## src/rtl/dacbank_pkg.sv

```systemverilog
package dacbank_pkg;

  typedef struct packed {
    logic wr;
    logic rd;
    logic ld;
  } bus_cmd_t;

  function automatic logic [31:0] reset_code(input int unsigned width, input bit mid);
    return mid ? (32'd1 << (width - 1)) : 32'd0;
  endfunction

endpackage

```

## src/rtl/dacbank_decode.sv

```systemverilog
module dacbank_decode
  import dacbank_pkg::*;
#(
  parameter int NUM_CH = 4,
  parameter int ADDR_W = $clog2(NUM_CH)
) (
  input  logic              cs_n,
  input  logic              rw,
  input  logic              load_n,
  input  logic [ADDR_W-1:0] addr,
  output bus_cmd_t          cmd,
  output logic [NUM_CH-1:0] wr_sel
);

  always_comb begin
    cmd.wr = !cs_n && !rw;
    cmd.rd = !cs_n && rw;
    cmd.ld = !cs_n && !load_n;
  end

  for (genvar k = 0; k < NUM_CH; k++) begin : g_sel
    assign wr_sel[k] = cmd.wr && (addr == ADDR_W'(k));
  end

endmodule

```

## src/rtl/dacbank_chan.sv

```systemverilog
module dacbank_chan #(
  parameter int              DATA_W  = 12,
  parameter logic [DATA_W-1:0] RST_VAL = '0
) (
  input  logic              clk,
  input  logic              rst,
  input  logic              wr_en,
  input  logic              ld_en,
  input  logic [DATA_W-1:0] din,
  output logic [DATA_W-1:0] in_q,
  output logic [DATA_W-1:0] out_q
);

  always_ff @(posedge clk) begin
    if (rst) begin
      in_q  <= RST_VAL;
      out_q <= RST_VAL;
    end else begin
      if (wr_en) in_q <= din;
      if (ld_en) out_q <= wr_en ? din : in_q;
    end
  end

endmodule

```

## src/rtl/dacbank_readmux.sv

```systemverilog
module dacbank_readmux #(
  parameter int DATA_W = 12,
  parameter int NUM_CH = 4,
  parameter int ADDR_W = $clog2(NUM_CH)
) (
  input  logic                     clk,
  input  logic                     rst,
  input  logic                     rd_en,
  input  logic [ADDR_W-1:0]        addr,
  input  logic [NUM_CH*DATA_W-1:0] in_flat,
  output logic [DATA_W-1:0]        data_out,
  output logic                     data_oe
);

  logic [DATA_W-1:0] picked;

  always_comb picked = in_flat[addr*DATA_W +: DATA_W];

  always_ff @(posedge clk) begin
    if (rst) begin
      data_out <= '0;
      data_oe  <= 1'b0;
    end else begin
      data_oe  <= rd_en;
      data_out <= rd_en ? picked : '0;
    end
  end

endmodule

```

## src/rtl/dacbank_top.sv

```systemverilog
module dacbank_top
  import dacbank_pkg::*;
#(
  parameter int DATA_W    = 12,
  parameter int NUM_CH    = 4,
  parameter int ADDR_W    = $clog2(NUM_CH),
  parameter bit RESET_MID = 1'b1
) (
  input  logic                     clk,
  input  logic                     rst,
  input  logic                     cs_n,
  input  logic                     rw,
  input  logic [ADDR_W-1:0]        addr,
  input  logic                     load_n,
  input  logic [DATA_W-1:0]        data_in,
  output logic [DATA_W-1:0]        data_out,
  output logic                     data_oe,
  output logic [NUM_CH*DATA_W-1:0] chan_out
);

  localparam logic [DATA_W-1:0] RST_VAL = DATA_W'(reset_code(DATA_W, RESET_MID));

  bus_cmd_t              cmd;
  logic [NUM_CH-1:0]     wr_sel;
  logic [NUM_CH*DATA_W-1:0] in_flat;

  dacbank_decode #(.NUM_CH(NUM_CH), .ADDR_W(ADDR_W)) decode_i (
    .cs_n   (cs_n),
    .rw     (rw),
    .load_n (load_n),
    .addr   (addr),
    .cmd    (cmd),
    .wr_sel (wr_sel)
  );

  for (genvar k = 0; k < NUM_CH; k++) begin : g_chan
    dacbank_chan #(.DATA_W(DATA_W), .RST_VAL(RST_VAL)) chan_i (
      .clk   (clk),
      .rst   (rst),
      .wr_en (wr_sel[k]),
      .ld_en (cmd.ld),
      .din   (data_in),
      .in_q  (in_flat[k*DATA_W +: DATA_W]),
      .out_q (chan_out[k*DATA_W +: DATA_W])
    );
  end

  dacbank_readmux #(.DATA_W(DATA_W), .NUM_CH(NUM_CH), .ADDR_W(ADDR_W)) readmux_i (
    .clk      (clk),
    .rst      (rst),
    .rd_en    (cmd.rd),
    .addr     (addr),
    .in_flat  (in_flat),
    .data_out (data_out),
    .data_oe  (data_oe)
  );

endmodule

```

## config.mk

```make
export PLATFORM = sky130hd
export DESIGN_NAME = dacbank_top
export DESIGN_NICKNAME = d
export VERILOG_FILES = /design/src/rtl/dacbank_pkg.sv /design/src/rtl/dacbank_decode.sv /design/src/rtl/dacbank_chan.sv /design/src/rtl/dacbank_readmux.sv /design/src/rtl/dacbank_top.sv
export SDC_FILE = /design/constraint.sdc
export NUM_CORES = 1
export LEC_CHECK = 0
export ABC_AREA = 1
export ABC_CLOCK_PERIOD_IN_PS = 4400
export CAP_MARGIN = 20
export CORE_UTILIZATION = 45
export DETAILED_ROUTE_END_ITERATION = 6
export GPL_TIMING_DRIVEN = 0
export PLACE_DENSITY = 0.7
export SLEW_MARGIN = 20
export SYNTH_ARGS = -nofsm -noshare
export SYNTH_HDL_FRONTEND = slang
export SYNTH_HIERARCHICAL = 1
export SYNTH_SLANG_ARGS = --single-unit
export TNS_END_PERCENT = 20
```

## constraint.sdc

```tcl
create_clock -name clk -period 4.4 [get_ports clk]
set_input_delay 1.1 -clock clk [delete_from_list [all_inputs] [get_ports clk]]
set_output_delay 1.1 -clock clk [all_outputs]
set_load 0.02 [all_outputs]
```

==> results.ini <==
[global_routing]
grt_pass1_vias=4057
busiest_layer=met2
grt_max_degree=26
met3_usage_pct=4.07
antenna_found_initial=0
use_met2_pct=37.1
gr-usage-met1_pct=33.5
overflow=0
grt_use_total_pct=24.0
grt_pass1_wl_um=20300

[cts]
htree_levels=3
clk_latency_ps=380
ctsResizeCount=0
cts_hold_buf=0
numCtsBuffers=9
cts.sink_count=109
cts_tree=yes
max-clock-path-buffers=2
cts_setup_buffers=0
cts-root-buf=clkbuf_8
path_clk_slew_ps=110

[critical_path]
critPathMaxStageDelay_ps=950
crit_buf_inv=2
cpMaxStageDelayCell=clkdlybuf4s50_1
critical-path-top-delay-family=buffers and inverters
critPathArrivalTime_ps=2980
path_max_fanout=25
crit_type=in -> reg
setup.worst_path.start_class=input port
required_ps=4680
r2r_cells=4
reg2reg_slack_ps=3510
crit_chain=clkdlybuf4s50_1 > or2_1 > buf_2 > a21oi_1
r2r-end=readmux_i/data_out[6]
endpoint_kind=register
worstReg2RegStart=g_chan[0].chan_i/in_q[6]

[sta]
rsz0062_at_grt=false
fin_crit_sh_pct=61.3
period_minus_slack_ps=2700
worst_pin_slew_ps=1020
setup_viol=0
slew_violations=0
fin_ws_ps=1700
fin_worst_skew_ps=8.96
max_freq_mhz=371
hold_viol=0
setup_tns_ps=0
max-slew-margin-rel_pct=31.5

[power_and_ir_drop]
peakVddDrop_v=0.000189
power_density_mw_per_mm2=347
p_leak_nw=2.69

[placement]
io_buffers=79
place_ws_ps=1320
finalWeightedCongestion=0.878
hpwlAfterDp_um=9010

[run]
drv_cap=0

[drt]
drt-pass1-iter-count=5
route.detailed.drc=0
num_vias=4419
wl_per_cell_um=13.7
postRouteWirelength_um=12500
detail-route-antenna-nets=0
vias_per_cell=4.84
first_iter_violations=198

[cells_and_area]
diodes=0
drive_above_1_share_pct=7.82
area_growth_pct=25.5
num-nets-final=794

[worst_hold_path]
min_path_cells=2
hp-start=g_chan[2].chan_i/out_q[11]
hp-class=reg -> reg
min_to=g_chan[2].chan_i/out_q[11]

[yosys]
synth_nets=704
syn_area_per_cell_um2=6.84
syn-cell-area_mm2=0.00468
yosys_warnings=6
syn-instance-count=685

[floorplan]
start_util_pct=47.2
die_x_um=104
die_area_mm2=0.0108
num_rows=36
dieHeight_um=104
io_pins=80
core_mm2=0.00991

[outcome]
outcome=complete, no violations

-- worst reg2reg max path, stage by stage, from the launching register on --
cell	delay (ps)
dfxtp_1	360
inv_1	50
nand2_1	70
nand3_1	80
a21oi_1	230
-- final cells by class --
type                       instances  area [um^2]
multi-input combinational        428         1810
inverter                         116          438
clock buffer                       9          124
fill                             991         4040
tap                              133          166
sequential                       109         2180
buffer                            32          258
clock inverter                     7          104
timing repair buffer              79          791
-- registers in the layout, summed over array words and instances (netlist names) --
signal,count
readmux_i/data_oe,1
g_chan.chan_i/in_q,48
g_chan.chan_i/out_q,48
readmux_i/data_out,12
-- how the worst max path moves through the flow --
stage | start | depth (start not counted) | slack (ps) | end
after floorplan | cs_n | 5 | 1850 | g_chan[0].chan_i/out_q[10]
after global routing | rst | 4 | 1610 | readmux_i/data_out[2]
after detailed placement | rst | 4 | 1320 | readmux_i/data_out[2]
after global placement | cs_n | 6 | 430 | g_chan[0].chan_i/out_q[10]
after CTS | rst | 4 | 1710 | readmux_i/data_out[2]
final | rst | 4 | 1700 | readmux_i/data_out[6]
-- stage by stage --
| stage | instances | utilization [%] | hold slack (ps) | total power [W] | instance area [um^2] |
|---|---|---|---|---|---|
| final | 913 | 59.3 | 483 | 0.00204 | 5870 |
| after global routing | 913 | 59.3 | 516 | 0.00212 | 5870 |
| after CTS | 913 | 59.3 | 486 | 0.00205 | 5870 |
| after detailed placement | 897 | 57.0 | 459 | 0.00136 | 5650 |
| after global placement | 897 | 56.9 | 452 | 0.00136 | 5640 |
| after floorplan | 685 | - | 461 | 0.00124 | 4680 |
-- routing by layer --
metal | share of wire [%] | routed length [um]
met1 | 47 | 5840
met2 | 44 | 5540
met3 | 6.6 | 821
met4 | 2.4 | 304
met5 | 0 | 0
-- report_power, final --
part	internal (W)	total (W)	leakage (nW)	switching, W
clock network	0.000329	0.000694	0.108	0.000365
logic	0.000125	0.000301	1.70	0.000177
registers	0.00102	0.00104	0.889	0.0000178
total	0.00148	0.00204	2.69	0.000560
-- layout by cell type, fill, tap and decap left out --
cell / count
nor2_1: 92
nand2_1: 192
inv_1: 110
clkbuf_4: 1
a21oi_1: 60
inv_6: 2
nand2_2: 5
bufinv_16: 2
a21o_1: 4
or2_1: 1
nand3_1: 72
dfxtp_1: 109
buf_2: 11
inv_2: 5
clkbuf_8: 9
clkdlybuf4s50_1: 79
clkinvlp_4: 2
nor2_2: 1
inv_8: 1
buf_6: 12
nor2_4: 1
inv_4: 1
buf_4: 8
Note: power is estimated with default switching activity, not from simulation.
